<file path="config.mk">
export PLATFORM = sky130hd
export DESIGN_NAME = bscan_tap
export DESIGN_NICKNAME = d
export VERILOG_FILES = /design/src/rtl/bscan_pkg.sv /design/src/rtl/tap_fsm.sv /design/src/rtl/tap_ir.sv /design/src/rtl/bscan_chain.sv /design/src/rtl/bscan_tap.sv
export SDC_FILE = /design/constraint.sdc
export NUM_CORES = 1
export LEC_CHECK = 0
export CAP_MARGIN = 20
export CORE_MARGIN = 2
export CORE_UTILIZATION = 57
export CTS_CLUSTER_DIAMETER = 100
export DETAILED_ROUTE_END_ITERATION = 6
export GPL_ROUTABILITY_DRIVEN = 0
export PLACE_DENSITY = 0.81
export RECOVER_POWER = 50
export REMOVE_ABC_BUFFERS = 1
export SETUP_SLACK_MARGIN = 0.3
export SLEW_MARGIN = 20
export SYNTH_ARGS = -nofsm -noshare
export SYNTH_HDL_FRONTEND = slang
export SYNTH_SLANG_ARGS = --single-unit
</file>
<file path="constraint.sdc">
create_clock -name tck -period 2.6 [get_ports tck]
set_clock_uncertainty 0.1 [all_clocks]
set_input_delay 0.52 -clock tck [delete_from_list [all_inputs] [get_ports tck]]
set_output_delay 0.52 -clock tck [all_outputs]
set_load 0.02 [all_outputs]
</file>
<file path="src/rtl/bscan_pkg.sv">
// Shared types for the boundary-scan test port.
// Assumes a 4-bit instruction register; opcode values are fixed here.
package bscan_pkg;

    typedef enum logic [3:0] {
        ST_TLR, ST_RTI,
        ST_SEL_DR, ST_CAP_DR, ST_SH_DR, ST_EX1_DR, ST_PAU_DR, ST_EX2_DR, ST_UPD_DR,
        ST_SEL_IR, ST_CAP_IR, ST_SH_IR, ST_EX1_IR, ST_PAU_IR, ST_EX2_IR, ST_UPD_IR
    } tap_state_e;

    localparam int IR_W = 4;
    typedef logic [IR_W-1:0] op_t;

    localparam op_t OP_EXTEST = 4'b0000;
    localparam op_t OP_IDCODE = 4'b0001;
    localparam op_t OP_SAMPLE = 4'b0010;
    localparam op_t OP_RSTREG = 4'b1100;
    localparam op_t OP_BYPASS = 4'b1111;
    localparam op_t IR_CAPT   = 4'b0001;

    typedef enum logic [1:0] {
        DR_BYP, DR_ID, DR_RST, DR_BSC
    } dr_sel_e;

endpackage

</file>
<file path="src/rtl/tap_fsm.sv">
// Sixteen-state test controller advanced by tms on rising tck.
// Assumes trst_n is asynchronous; a closed enable gate pins it in Test-Logic-Reset.
module tap_fsm
    import bscan_pkg::*;
(
    input  logic       tck,
    input  logic       trst_n,
    input  logic       tms,
    input  logic       tap_ok,
    output tap_state_e state
);

    tap_state_e nxt;

    // Next-state function of the standard controller graph.
    always_comb begin
        nxt = state;
        unique case (state)
            ST_TLR:    nxt = tms ? ST_TLR    : ST_RTI;
            ST_RTI:    nxt = tms ? ST_SEL_DR : ST_RTI;
            ST_SEL_DR: nxt = tms ? ST_SEL_IR : ST_CAP_DR;
            ST_CAP_DR: nxt = tms ? ST_EX1_DR : ST_SH_DR;
            ST_SH_DR:  nxt = tms ? ST_EX1_DR : ST_SH_DR;
            ST_EX1_DR: nxt = tms ? ST_UPD_DR : ST_PAU_DR;
            ST_PAU_DR: nxt = tms ? ST_EX2_DR : ST_PAU_DR;
            ST_EX2_DR: nxt = tms ? ST_UPD_DR : ST_SH_DR;
            ST_UPD_DR: nxt = tms ? ST_SEL_DR : ST_RTI;
            ST_SEL_IR: nxt = tms ? ST_TLR    : ST_CAP_IR;
            ST_CAP_IR: nxt = tms ? ST_EX1_IR : ST_SH_IR;
            ST_SH_IR:  nxt = tms ? ST_EX1_IR : ST_SH_IR;
            ST_EX1_IR: nxt = tms ? ST_UPD_IR : ST_PAU_IR;
            ST_PAU_IR: nxt = tms ? ST_EX2_IR : ST_PAU_IR;
            ST_EX2_IR: nxt = tms ? ST_UPD_IR : ST_SH_IR;
            ST_UPD_IR: nxt = tms ? ST_SEL_DR : ST_RTI;
            default:   nxt = ST_TLR;
        endcase
    end

    // State register with asynchronous test reset and enable gate.
    always_ff @(posedge tck or negedge trst_n) begin
        if (!trst_n)     state <= ST_TLR;
        else if (!tap_ok) state <= ST_TLR;
        else             state <= nxt;
    end

endmodule

</file>
<file path="src/rtl/tap_ir.sv">
// Instruction shift stage, current-instruction latch and data-register decoder.
// Shifts on rising tck; the current instruction changes on falling tck.
module tap_ir
    import bscan_pkg::*;
(
    input  logic       tck,
    input  logic       trst_n,
    input  logic       tdi,
    input  tap_state_e state,
    output op_t        ir_cur,
    output dr_sel_e    sel,
    output logic       extest,
    output logic       ir_lsb
);

    op_t ir_sr;

    // Capture the fixed pattern or shift toward bit 0.
    always_ff @(posedge tck or negedge trst_n) begin
        if (!trst_n)                ir_sr <= IR_CAPT;
        else if (state == ST_CAP_IR) ir_sr <= IR_CAPT;
        else if (state == ST_SH_IR)  ir_sr <= {tdi, ir_sr[IR_W-1:1]};
    end

    // Load the current instruction in Update-IR; force IDCODE in Test-Logic-Reset.
    always_ff @(negedge tck or negedge trst_n) begin
        if (!trst_n)                 ir_cur <= OP_IDCODE;
        else if (state == ST_TLR)    ir_cur <= OP_IDCODE;
        else if (state == ST_UPD_IR) ir_cur <= ir_sr;
    end

    // Map opcodes to data registers; unknown opcodes select bypass.
    always_comb begin
        unique case (ir_cur)
            OP_EXTEST, OP_SAMPLE: sel = DR_BSC;
            OP_IDCODE:            sel = DR_ID;
            OP_RSTREG:            sel = DR_RST;
            default:              sel = DR_BYP;
        endcase
    end

    assign extest = (ir_cur == OP_EXTEST);
    assign ir_lsb = ir_sr[0];

endmodule

</file>
<file path="src/rtl/bscan_chain.sv">
// Boundary chain: three cells per pin (value, enable, input) plus update latches.
// Cell 3i = output value, 3i+1 = output enable, 3i+2 = input level; bit 0 leaves first.
module bscan_chain #(
    parameter int NPINS = 4
) (
    input  logic             tck,
    input  logic             trst_n,
    input  logic             tdi,
    input  logic             cap,
    input  logic             shf,
    input  logic             upd,
    input  logic [NPINS-1:0] core_out,
    input  logic [NPINS-1:0] core_oe,
    input  logic [NPINS-1:0] pad_in,
    output logic             so,
    output logic [NPINS-1:0] upd_out,
    output logic [NPINS-1:0] upd_oe
);

    localparam int LEN = 3 * NPINS;

    logic [LEN-1:0] sr;
    logic [LEN-1:0] cap_vec;
    logic [LEN-1:0] upd_q;

    // Route each pin's three captured signals and latched controls.
    for (genvar i = 0; i < NPINS; i++) begin : g_pin
        assign cap_vec[3*i]   = core_out[i];
        assign cap_vec[3*i+1] = core_oe[i];
        assign cap_vec[3*i+2] = pad_in[i];
        assign upd_out[i]     = upd_q[3*i];
        assign upd_oe[i]      = upd_q[3*i+1];
    end

    // Capture the pin states or shift toward bit 0.
    always_ff @(posedge tck or negedge trst_n) begin
        if (!trst_n)  sr <= '0;
        else if (cap) sr <= cap_vec;
        else if (shf) sr <= {tdi, sr[LEN-1:1]};
    end

    // Copy the chain into the update latches on falling tck in Update-DR.
    always_ff @(negedge tck or negedge trst_n) begin
        if (!trst_n)  upd_q <= '0;
        else if (upd) upd_q <= sr;
    end

    assign so = sr[0];

endmodule

</file>
<file path="src/rtl/bscan_tap.sv">
// Top of the boundary-scan test port: controller, instruction logic, bypass,
// identification, core-reset stage, boundary chain, TDO path and pad muxing.
// Assumes all test logic runs on tck only; the system clock may be stopped.
module bscan_tap
    import bscan_pkg::*;
#(
    parameter int          NPINS    = 4,
    parameter logic [10:0] MFR_ID   = 11'h2A5,
    parameter logic [15:0] PART_ID  = 16'hB37C,
    parameter logic [3:0]  VER_ID   = 4'h6
) (
    input  logic             tck,
    input  logic             trst_n,
    input  logic             tms,
    input  logic             tdi,
    input  logic             fuse_en,
    input  logic             jtag_off,
    input  logic [NPINS-1:0] core_out,
    input  logic [NPINS-1:0] core_oe,
    input  logic [NPINS-1:0] pad_in,
    output logic             tdo,
    output logic             tdo_oe,
    output logic [NPINS-1:0] pad_out,
    output logic [NPINS-1:0] pad_oe,
    output logic             core_rst
);

    localparam int          ID_W   = 32;
    localparam logic [ID_W-1:0] ID_VAL = {VER_ID, PART_ID, MFR_ID, 1'b1};

    tap_state_e       fsm_state;
    op_t              ir_cur;
    dr_sel_e          sel;
    logic             extest;
    logic             ir_lsb;
    logic             tap_ok;
    logic             cap_dr, sh_dr, upd_dr;
    logic             byp_q;
    logic [ID_W-1:0]  id_sr;
    logic             rst_q;
    logic             bsc_so;
    logic             dr_bit;
    logic             so_nxt;
    logic [NPINS-1:0] upd_out, upd_oe;

    assign tap_ok = fuse_en & ~jtag_off;
    assign cap_dr = (fsm_state == ST_CAP_DR);
    assign sh_dr  = (fsm_state == ST_SH_DR);
    assign upd_dr = (fsm_state == ST_UPD_DR);

    tap_fsm u_fsm (
        .tck    (tck),
        .trst_n (trst_n),
        .tms    (tms),
        .tap_ok (tap_ok),
        .state  (fsm_state)
    );

    tap_ir u_ir (
        .tck    (tck),
        .trst_n (trst_n),
        .tdi    (tdi),
        .state  (fsm_state),
        .ir_cur (ir_cur),
        .sel    (sel),
        .extest (extest),
        .ir_lsb (ir_lsb)
    );

    bscan_chain #(.NPINS(NPINS)) u_chain (
        .tck      (tck),
        .trst_n   (trst_n),
        .tdi      (tdi),
        .cap      (cap_dr & (sel == DR_BSC)),
        .shf      (sh_dr  & (sel == DR_BSC)),
        .upd      (upd_dr & (sel == DR_BSC)),
        .core_out (core_out),
        .core_oe  (core_oe),
        .pad_in   (pad_in),
        .so       (bsc_so),
        .upd_out  (upd_out),
        .upd_oe   (upd_oe)
    );

    // Bypass stage: captures 0, then passes tdi with one cycle of delay.
    always_ff @(posedge tck or negedge trst_n) begin
        if (!trst_n)                       byp_q <= 1'b0;
        else if (cap_dr && sel == DR_BYP)  byp_q <= 1'b0;
        else if (sh_dr  && sel == DR_BYP)  byp_q <= tdi;
    end

    // Identification register: loads the fixed word, shifts toward bit 0.
    always_ff @(posedge tck or negedge trst_n) begin
        if (!trst_n)                      id_sr <= ID_VAL;
        else if (cap_dr && sel == DR_ID)  id_sr <= ID_VAL;
        else if (sh_dr  && sel == DR_ID)  id_sr <= {tdi, id_sr[ID_W-1:1]};
    end

    // Core-reset stage: written by shifting, cleared in Test-Logic-Reset.
    always_ff @(posedge tck or negedge trst_n) begin
        if (!trst_n)                      rst_q <= 1'b0;
        else if (fsm_state == ST_TLR)     rst_q <= 1'b0;
        else if (sh_dr && sel == DR_RST)  rst_q <= tdi;
    end

    // Pick the serial bit of the selected data register.
    always_comb begin
        unique case (sel)
            DR_ID:   dr_bit = id_sr[0];
            DR_RST:  dr_bit = rst_q;
            DR_BSC:  dr_bit = bsc_so;
            default: dr_bit = byp_q;
        endcase
        so_nxt = (fsm_state == ST_SH_IR) ? ir_lsb : dr_bit;
    end

    // Serial output and its enable change on falling tck.
    always_ff @(negedge tck or negedge trst_n) begin
        if (!trst_n) begin
            tdo    <= 1'b0;
            tdo_oe <= 1'b0;
        end else begin
            tdo    <= so_nxt;
            tdo_oe <= tap_ok && (fsm_state == ST_SH_IR || fsm_state == ST_SH_DR);
        end
    end

    // Pad control: EXTEST latches take over, else the core, muted while in reset.
    always_comb begin
        if (extest) begin
            pad_out = upd_out;
            pad_oe  = upd_oe;
        end else begin
            pad_out = core_out;
            pad_oe  = rst_q ? '0 : core_oe;
        end
    end

    assign core_rst = rst_q;

endmodule

</file>
* Word level (Yosys, flattened, before mapping) *
Cells that the tools add are included.

cells by class
  muxes and demuxes = 32
  $lt $le $gt $ge = 0
  shift-type cells = 0
  add/sub/neg operators = 0
  multiply operators = 0
  reduce and logical (&&, ||, !) cells = 20
  bitwise operators = 5
  divide/modulo/power cells = 0
  eq/ne operators = 21

operators with widths
  operator            number
  $mux 32             2
  $mux 4              12
  $pmux 4 s12         1
  $eq 4x4->1 const B  9
  $mux 12             2
  $eq 4x3->1 const B  4
  $eq 4x2->1 const B  3
  $reduce_bool 2->1   6
  $eq 4x1->1 const B  2
  $logic_not 4->1     2
  $mux 1              8
  $logic_and 1x1->1   6
  $mux 2              3
  $mux 3              2
  $pmux 2 s3          1
  $reduce_or 2->1     3
  $and 1x1->1         4
  $eq 2x2->1 const B  2
  $pmux 1 s3          1
  $reduce_or 3->1     1
  $eq 2x1->1 const B  1
  $logic_not 2->1     1
  $logic_or 1x1->1    1
  $not 1->1           1

word-level totals
  word-level logic and storage cells = 88
  bits in latches = 0
  ROM bits = 0
  bits in writable memories = 0
  input bits = 18
  register bits = 71
  output and inout port bits = 11
  memories = 0

* Longest topological paths before layout *
Gate-level depths: netlist of the first run.

  depth after elaboration = 7
  depth in mapped cells = 6
  gate-level depth less buffers = 4

* By module *
From an unflattened synthesis of the first run, not the netlist that was laid out.

second synthesis, totals
  cell total of the unflattened synthesis = 314
  area, all modules = 3383.2 sq um

by module, submodules not included
  module       times used  cells each  sequential area each (sq um)  area an instance (sq um)
  bscan_tap    1           165         923.4                         1810.5
  bscan_chain  1           68          500.5                         845.8
  tap_ir       1           44          202.7                         391.6
  tap_fsm      1           37          100.1                         335.3

==> impl_metrics.json, run 1 <==
{
  "status": "finished with violations",
  "violations": "setup timing",
  "synth-async-reset-ratio_pct": 100,
  "yosys-top-cells-area": "dfrtp_1 27%, dfstp_2 16%, nand2_1 13%",
  "worst_pin_slew_ns": 0.704,
  "drt_iter0_drc": 401,
  "syn_area_um2": 3270,
  "wl_um": 14200,
  "fp.dieH_um": 79.7,
  "drt-wirelength-per-cell_um": 27.2,
  "grt_pass1_wl_um": 16900,
  "grt_max_degree": 33,
  "wl_met1_um": 5040,
  "clk_pin_slew_worst_paths_ns": 0.10,
  "critPathArrivalTime_ns": 3.92,
  "cts_tree": "built",
  "crit_type": "reg2reg",
  "leakagePower_nw": 2.21,
  "dr.pass1.iters": 5,
  "holdWs_ns": 0.391,
  "synth-seq-cells": 68,
  "syn_to_final_growth_pct": 57.0,
  "max_stage_delay_ns": 0.58,
  "synth_top_area_cell": "dfrtp_1",
  "crit_path_end_kind": "flip-flop",
  "dr_total_vias": 3647,
  "p_seq_share_pct": 49.5,
  "power_density_nw_per_um2": 425,
  "yosysTopAreaCellShare_pct": 26.8,
  "grt-ovfl-total": 0,
  "wl_met2_um": 6500,
  "ctsHtreeMaxLevel": 3,
  "setup_violations": 70,
  "comb_power_share_pct": 6.6,
  "antenna_found_initial": 0,
  "cp_max_fo": 8,
  "internal-power_w": 0.00159,
  "p_sw_w": 0.000586,
  "seq_area_frac_synth_pct": 52.9,
  "final_common_cell": "nand2_1",
  "fillCellCount": 147,
  "hp-class": "reg2reg",
  "final_max_slew_viol_count": 0,
  "clock_path_buffers": 2,
  "first_global_vias": 3208,
  "postSynthAreaPerCell_um2": 9.10,
  "topRoutingLayerUsed": "met4",
  "layout_common_cells": "90 x nand2_1, 32 x dfrtp_1, 32 x buf_4",
  "start_util_pct": 59.3,
  "die-width_um": 79.7,
  "cts_root_buffer": "clkbuf_8",
  "track_usage_pct": 35.8,
  "synth_cell_type_count": 40,
  "yosys_warnings": 0,
  "vias_per_cell": 6.97,
  "cp_common_cell": "buf_6",
  "slew_headroom_pct": 53.0,
  "drc": 0,
  "wl_met3_um": 1620,
  "pwr-share-clk_pct": 43.8,
  "clk_latency_ns": 0.43,
  "cp_data_required_time_ns": 2.79,
  "io_buffers": 28,
  "critPathTopFamily": "buffers and inverters",
  "slowest_stage": "dfstp_2",
  "ant_nets": 0,
  "synth_edf_count": 0,
  "rows": 27,
  "hpwlAfterDp_um": 4750,
  "rsz0062_at_grt": "yes",
  "syn_inst": 359,
  "p_total_w": 0.00218,
  "swShare_pct": 26.9,
  "vdd.ir_drop.worst_v": 0.000459,
  "final_nets": 464,
  "critical_path.cell_chain": "buf_6 -> buf_6 -> or4b_4 -> buf_6 -> a211oi_4 -> buf_6 -> clkbuf_16 -> nand3_2 -> nand2_1",
  "synthFlopType": "dfrtp_1",
  "ios": 29,
  "cp-start-kind": "flip-flop",
  "maxCapViolCount": 0,
  "core_um2": 5510,
  "cts_inserted_buffers": 9,
  "clock_sinks": 68,
  "finalHoldViolCount": 0,
  "path_buf_inv": 5,
  "dieArea_um2": 6350,
  "layout_setup_ws_ns": -1.13,
  "drive_gt1_share_pct": 51.7,
  "antennaDiodeCount": 0
}
[worst paths after layout]
path                       depth (start not counted)               end      startpoint  slack, ns
max in group asynchronous                          2  u_chain.upd_q[6]          trst_n       0.24
min in group asynchronous                          2          core_rst          trst_n       0.48
min reg2reg                                        2         id_sr[24]       id_sr[24]       0.39
max                                                9         id_sr[26]  u_ir.ir_cur[0]      -1.13
max reg2reg                                        9         id_sr[26]  u_ir.ir_cur[0]      -1.13
min                                                2         id_sr[24]       id_sr[24]       0.39
[worst min-delay path: stages (launching register included)]
cell	delay, ns
dfstp_2	0.39
nand2_1	0.05
nand2_1	0.05
[power groups by stage]
| stage | Combinational [W] | Sequential (W) | Clock [W] |
|---|---|---|---|
| global route | 0.000153 | 0.00108 | 0.000987 |
| CTS | 0.000130 | 0.00108 | 0.000918 |
| finish | 0.000145 | 0.00108 | 0.000955 |
| detailed placement | 0.000119 | 0.00109 | 0.00000481 |
| floorplan | 0.0000334 | 0.00110 | 0.00000481 |
| global placement | 0.000117 | 0.00109 | 0.00000481 |
[sequential cells by signal (all words and copies together) (netlist names)]
name,count
byp_q,1
id_sr,32
u_ir.ir_cur,4
core_rst,1
u_chain.sr,12
u_ir.ir_sr,4
u_chain.upd_q,8
tdo,1
u_fsm.state,4
tdo_oe,1
[metrics by stage]
| stage | area, um^2 | util (%) | TNS, ns | cells | setup WS [ns] |
|---|---|---|---|---|---|
| final | 5130 | 93.1 | -57.47 | 523 | -1.13 |
| after CTS | 4570 | 83.0 | -44.56 | 511 | -1.01 |
| after global routing | 5130 | 93.1 | -57.70 | 523 | -1.13 |
| after global placement | 3800 | 69.0 | -34.12 | 469 | -1.12 |
| after detailed placement | 3800 | 69.0 | -36.42 | 469 | -1.15 |
| after floorplan | 3120 | - | -43.34 | 336 | -1.22 |
[synth_stat cells, types with 2 or more instances]
cell,count
nor3b_1,2
nand2b_1,3
nand2_1,110
clkbuf_1,9
o21ai_0,30
nor2b_1,3
a21oi_1,14
dfstp_2,20
inv_1,5
nor3_1,4
o22ai_1,5
nand3_1,15
a211oi_4,2
dfrtn_1,13
o21ai_1,2
a31oi_1,11
or2_2,2
buf_6,7
buf_2,7
or3_1,2
nor2_1,22
dfrtp_1,35
and2_1,5
nor4_1,3
mux2_2,13
[layout make-up]
type                       count  area [um^2]  area share (%)
clock buffer                   9          124            2.42
clock inverter                 8         85.1            1.66
inverter                       4         15.0           0.293
multi-input combinational    263         1970            38.4
sequential                    68         1730            33.8
tap                           72         90.1            1.76
timing repair buffer          99         1110            21.7
[timing repair]
action                                  4_1_cts  5_1_grt
hold buffers                                  1        0
gates resized for setup                     140      103
endpoints found under the hold margin         2        0
pin swaps                                    23       62
endpoints found under the setup margin       70       70
gates cloned                                  5        3
setup buffers                                20        9
[cells by family after synthesis]
logic type             share of synthesized area, %
multiplexers                                   4.48
flip-flops                                     52.9
XOR/XNOR                                      0.268
AO/OA/AOI/OAI                                  13.4
AND/OR/NAND/NOR                                23.9
buffers and inverters                          5.10
[routing by layer]
metal,global-route usage (%),up-vias
met5,0,-
met4,17.8,0
met3,7.24,126
met2,59.3,352
met1,44.4,1771
li1,-,1398
Power figures use the tool's default switching activity.
==> run 2: changes to the inputs <==
--- a/config.mk
+++ b/config.mk
@@ -7,11 +7,11 @@
 export LEC_CHECK = 0
 export CAP_MARGIN = 20
 export CORE_MARGIN = 2
-export CORE_UTILIZATION = 57
-export CTS_CLUSTER_DIAMETER = 100
+export CORE_UTILIZATION = 35
+export CTS_CLUSTER_DIAMETER = 60
 export DETAILED_ROUTE_END_ITERATION = 6
 export GPL_ROUTABILITY_DRIVEN = 0
-export PLACE_DENSITY = 0.81
+export PLACE_DENSITY = 0.55
 export RECOVER_POWER = 50
 export REMOVE_ABC_BUFFERS = 1
 export SETUP_SLACK_MARGIN = 0.3
==> run 2 against run 1 <==
Against the previous run:
- the run still ends with setup timing left
- critical path depth is 5 lower
- global-route usage fell by 18 points
- power shrank 3.3%
- sequential share of layout area is 0.66 points higher
- die area rose by 59%
- clock power shrank 6.4%
- combinational power shrank 8%
- hold slack worse by 0.049 ns
- design area is 2.0% lower
- largest power group unchanged
- highest routed layer unchanged
==> impl_metrics.json, run 2 (same netlist as run 1, synthesis figures left out) <==
{
  "status": "finished with violations",
  "violations": "setup timing",
  "r2r_setup_slack_ns": -0.95,
  "vdd.ir_drop.worst_v": 0.000209,
  "top_register": "id_sr",
  "ant_nets": 0,
  "pwr-share-clk_pct": 42.4,
  "clock_sinks": 68,
  "ctsHtreeMaxLevel": 3,
  "fin_cells": 554,
  "cts_tree": "built",
  "p_seq_share_pct": 51.2,
  "dp_cells": 511,
  "grt-ovfl-total": 0,
  "cp-start-kind": "flip-flop",
  "critical_path.cell_chain": "nor4_4 -> buf_4 -> mux2_4 -> buf_6",
  "die-width_um": 101,
  "cts_inserted_buffers": 9,
  "crit_type": "reg2out",
  "final_common_cell": "nand2_1",
  "layout_common_cells": "68 x nand2_1, 33 x dfrtp_1, 33 x buf_4",
  "clk_latency_ns": 0.40,
  "reg_top3": "id_sr: 32 flops, u_chain.sr: 12 flops, u_chain.upd_q: 8 flops",
  "core_um2": 9150,
  "wl_um": 8680,
  "slowest_stage": "dfrtn_1",
  "start_util_pct": 35.7,
  "power_density_nw_per_um2": 420,
  "drc": 0,
  "track_usage_pct": 17.9,
  "crit_path_end_kind": "output pin",
  "pre_cts_slack_ns": -1.08,
  "p_sw_w": 0.000525,
  "swShare_pct": 24.9,
  "leakagePower_nw": 2.19,
  "internal-power_w": 0.00158,
  "cts_root_buffer": "clkbuf_8",
  "slew_headroom_pct": 24.1,
  "antennaDiodeCount": 0,
  "drt-wirelength-per-cell_um": 15.7,
  "maxCapViolCount": 0,
  "dieArea_um2": 10100,
  "cp_max_fo": 5,
  "r2r_end": "id_sr[2]",
  "finalHoldViolCount": 0,
  "first_global_vias": 2938,
  "final_nets": 456,
  "grt_pass1_wl_um": 14400,
  "largest_reg_flops": 32,
  "ios": 29,
  "vias_per_cell": 5.16,
  "hpwlAfterDp_um": 4670,
  "layout_setup_ws_ns": -0.984,
  "setup_violations": 77,
  "critPathTopFamily": "flip-flops",
  "path_buf_inv": 2,
  "hp-class": "in2async",
  "max_stage_delay_ns": 0.38,
  "drt_iter0_drc": 115,
  "clk_pin_slew_worst_paths_ns": 0.09,
  "rsz0062_at_grt": "yes",
  "io_buffers": 28,
  "drive_gt1_share_pct": 49.2,
  "syn_to_final_growth_pct": 53.8,
  "crit-reg2reg-launch": "u_ir.ir_cur[0]",
  "clock_path_buffers": 2,
  "worst_pin_slew_ns": 1.14,
  "dr.pass1.iters": 4,
  "ff2ff_path_depth": 9,
  "final_max_slew_viol_count": 0,
  "rows": 35,
  "grt_max_degree": 31,
  "fp.dieH_um": 101,
  "comb_power_share_pct": 6.4,
  "cp_data_required_time_ns": 1.98,
  "dr_total_vias": 2858,
  "critPathArrivalTime_ns": 2.96,
  "antenna_found_initial": 0
}
## run 2: layout make-up
type	count	area (um^2)
repair buffers	91	1020
multi-input cells	263	1920
flip-flops and latches	68	1730
inverters	4	15.0
fillers	745	4130
clock inverters	8	76.3
well taps	111	139
clock buffers	9	124
## run 2: how the worst max path moves through the flow
| stage | cells after the start | startpoint | slack [ns] | endpoint |
|---|---|---|---|---|
| after floorplan | 2 | u_ir.ir_cur[0] | -1.22 | pad_oe[0] |
| after global placement | 4 | u_ir.ir_cur[0] | -1.08 | pad_out[2] |
| after detailed placement | 4 | u_ir.ir_cur[0] | -1.08 | pad_out[2] |
| after CTS | 4 | u_ir.ir_cur[2] | -0.95 | pad_out[2] |
| after global routing | 4 | u_ir.ir_cur[2] | -1.04 | pad_out[0] |
| final | 4 | u_ir.ir_cur[2] | -0.98 | pad_out[2] |
## run 2: per-layer routing
metal,wire length [um],GRT usage [%]
met2,4330,29.6
met4,201,7.06
met1,3930,23.6
met5,0,0
met3,220,2.70
## run 2: repair_timing
item                       CTS  global route
setup endpoints to repair   70            70
cloned                       7             1
hold endpoints to repair     2             0
pin swaps                   44            48
resized for setup          144            80
buffers inserted            13             5
hold buffers                 1             0
## run 2: per-stage QoR
| step | TNS [ns] | hold slack [ns] | total power (W) | util [%] | area, um^2 |
|---|---|---|---|---|---|
| 2_1_floorplan | -43.34 | 0.124 | 0.00113 | - | 3120 |
| 3_3_place_gp | -35.33 | 0.318 | 0.00122 | 42.3 | 3870 |
| 3_5_place_dp | -35.59 | 0.325 | 0.00122 | 42.3 | 3870 |
| 4_1_cts | -44.14 | 0.172 | 0.00212 | 50.6 | 4630 |
| 5_1_grt | -55.56 | 0.377 | 0.00218 | 54.9 | 5020 |
| 6_report | -49.91 | 0.342 | 0.00211 | 54.9 | 5020 |
## run 2: power groups by stage
| stage | registers (W) | logic (W) | clock network, W |
|---|---|---|---|
| floorplan | 0.00110 | 0.0000334 | 0.00000481 |
| global placement | 0.00109 | 0.000120 | 0.00000481 |
| detailed placement | 0.00109 | 0.000121 | 0.00000481 |
| CTS | 0.00108 | 0.000135 | 0.000912 |
| global route | 0.00108 | 0.000148 | 0.000954 |
| finish | 0.00108 | 0.000134 | 0.000894 |
## run 2: worst register-to-register path, cell delays in order, from the launching register on
cell	delay, ns
dfstp_2	0.57
buf_6	0.10
buf_6	0.09
or4b_4	0.49
a211oi_4	0.21
buf_4	0.15
buf_6	0.12
buf_12	0.14
nand3_1	0.09
nand2_1	0.09
==> run 3: changes to the inputs <==
==> constraint.sdc (replaced) <==
create_clock -name tck -period 3.7 [get_ports tck]
set_clock_uncertainty 0.1 [all_clocks]
set_input_delay 0.74 -clock tck [delete_from_list [all_inputs] [get_ports tck]]
set_output_delay 0.74 -clock tck [all_outputs]
set_load 0.02 [all_outputs]
==> run 3 against run 2 <==
Against the previous run:
- the flow finishes with violations (capacitance limit, slew limit, setup timing)
- design area decreased by 3.6%
- setup slack improved by 0.32 ns
- register-to-register slack improved by 0.45 ns
- highest routed layer unchanged
- core utilization shrank 2.0 points
- flip-flop and latch count is the same
==> impl_metrics.json, run 3 (same netlist as run 1, synthesis figures left out) <==
{
  "cts_tree": "built",
  "setup_violations": 54,
  "cp-start-kind": "flip-flop",
  "pwr-share-clk_pct": 45.9,
  "status": "finished with violations",
  "dieArea_um2": 10100,
  "reg_top3": "id_sr: 32 flops, u_chain.sr: 12 flops, u_chain.upd_q: 8 flops",
  "p_seq_share_pct": 48.7,
  "r2r_setup_slack_ns": -0.50,
  "swShare_pct": 23.3,
  "ff2ff_path_depth": 10,
  "first_global_vias": 2841,
  "rows": 35,
  "layout_common_cells": "86 x nand2_1, 32 x dfrtp_1, 26 x buf_4",
  "grt-ovfl-total": 0,
  "critical_path.cell_chain": "nor4_4 -> buf_6 -> mux2_4 -> buf_6",
  "vias_per_cell": 5.19,
  "final_area_um2": 4840,
  "cts_inserted_buffers": 9,
  "pre_cts_slack_ns": -0.761,
  "start_util_pct": 35.7,
  "clk_pin_slew_worst_paths_ns": 0.08,
  "power_density_nw_per_um2": 322,
  "violations": "capacitance limit, slew limit, setup timing",
  "leakagePower_nw": 2.10,
  "dr_total_vias": 2837,
  "io_buffers": 28,
  "grt_pass1_wl_um": 14100,
  "fp.dieH_um": 101,
  "clock_path_buffers": 2,
  "clk_latency_ns": 0.39,
  "clock_sinks": 68,
  "ios": 29,
  "slew_headroom_pct": -14.4,
  "rsz0062_at_grt": "yes",
  "antenna_found_initial": 0,
  "regArea_um2": 1730,
  "die-width_um": 101,
  "crit-reg2reg-launch": "u_ir.ir_cur[0]",
  "core_um2": 9150,
  "top_register": "id_sr",
  "final_max_slew_viol_count": 33,
  "fillCellCount": 793,
  "finalHoldViolCount": 0,
  "drt_iter0_drc": 108,
  "wl_um": 8640,
  "antennaDiodeCount": 0,
  "largest_reg_flops": 32,
  "slowest_stage": "dfrtn_1",
  "drt-wirelength-per-cell_um": 15.8,
  "drc": 0,
  "r2r_end": "id_sr[2]",
  "ant_nets": 0,
  "ctsHtreeMaxLevel": 3,
  "internal-power_w": 0.00119,
  "hpwlAfterDp_um": 4600,
  "multi_input_area_um2": 1730,
  "critPathArrivalTime_ns": 3.53,
  "crit_type": "reg2out",
  "maxCapViolCount": 1,
  "grt_max_degree": 33,
  "syn_to_final_growth_pct": 48.2,
  "track_usage_pct": 17.7,
  "final_nets": 449,
  "dr.pass1.iters": 4,
  "cp_data_required_time_ns": 2.86,
  "vdd.ir_drop.worst_v": 0.000236,
  "cts_root_buffer": "clkbuf_8",
  "drive_gt1_share_pct": 44.7,
  "max_stage_delay_ns": 0.38,
  "cp_common_cell": "buf_6",
  "final_common_cell": "nand2_1",
  "postCtsHoldBufs": 0,
  "p_sw_w": 0.000363,
  "layout_setup_ws_ns": -0.665,
  "crit_path_end_kind": "output pin",
  "cp_max_fo": 7,
  "place_area_um2": 3730,
  "comb_power_share_pct": 5.4,
  "worst_pin_slew_ns": 1.72,
  "hp-class": "in2async"
}
[run 3: cell types whose count changed in the layout (fill, tap and decap cells not counted), sizes merged]
cell	delta
clkinvlp	-1
clkinv	-1
clkbuf	+1
bufinv	+1
inv	-1
dlygate4sd3	-1
buf	-5
[run 3: how the worst max path moves through the flow]
stage / startpoint / endpoint / slack, ns / cells past startpoint
6_report: u_ir.ir_cur[2] / pad_out[1] / -0.67 / 4
5_1_grt: u_ir.ir_cur[2] / pad_oe[2] / -0.72 / 6
4_1_cts: u_ir.ir_cur[2] / pad_out[0] / -0.64 / 4
3_5_place_dp: u_ir.ir_cur[0] / pad_out[0] / -0.76 / 4
3_3_place_gp: u_ir.ir_cur[0] / pad_out[2] / -0.78 / 4
2_1_floorplan: u_ir.ir_cur[0] / pad_oe[0] / -0.89 / 2
[run 3: final cells by class]
| class | instances | area share [%] |
|---|---|---|
| flip-flops and latches | 68 | 35.7 |
| multi-input cells | 263 | 35.7 |
| repair buffers | 84 | 20.6 |
| clock buffers | 11 | 2.92 |
| well taps | 111 | 2.87 |
| clock inverters | 6 | 1.81 |
| inverters | 4 | 0.310 |
[run 3: worst max-delay path: cells and delay by family, from the launching register on]
| family | cells | cell delay, ns |
|---|---|---|
| buf+inv | 2 | 0.32 |
| mux | 1 | 0.31 |
| simple gates | 1 | 0.34 |
| flops | 1 | 0.38 |
[run 3: stage by stage]
step                utilization [%]  total power (W)  setup TNS (ns)  instances  hold WS, ns
global route                   52.9          0.00160          -27.40        547        0.331
CTS                            49.4          0.00156          -17.60        536        0.170
floorplan                         -         0.000797          -12.90        336        0.333
detailed placement             40.8         0.000854           -7.68        494        0.344
global placement               40.8         0.000853           -7.77        494        0.340
finish                         52.9          0.00156          -22.62        547        0.286
[run 3: repair_timing]
action                                  4_1_cts  5_1_grt
pin swaps                                    32       36
cloned                                        9        0
endpoints found under the setup margin       66       69
buffers inserted                             17       11
resized for setup                           126       68
[run 3: power groups by stage]
stage,logic [W],registers (W),clock network (W)
3_3_place_gp,0.0000791,0.000770,0.00000338
2_1_floorplan,0.0000235,0.000770,0.00000338
6_report,0.0000844,0.000759,0.000714
4_1_cts,0.0000842,0.000758,0.000721
3_5_place_dp,0.0000797,0.000771,0.00000338
5_1_grt,0.0000932,0.000760,0.000750
[run 3: layer usage]
metal	routed length [um]	track usage (%)	up-vias
li1	-	-	1360
met1	3830	22.8	1421
met2	4390	29.4	42
met3	214	2.15	14
met4	201	8.43	0
met5	0	0	-
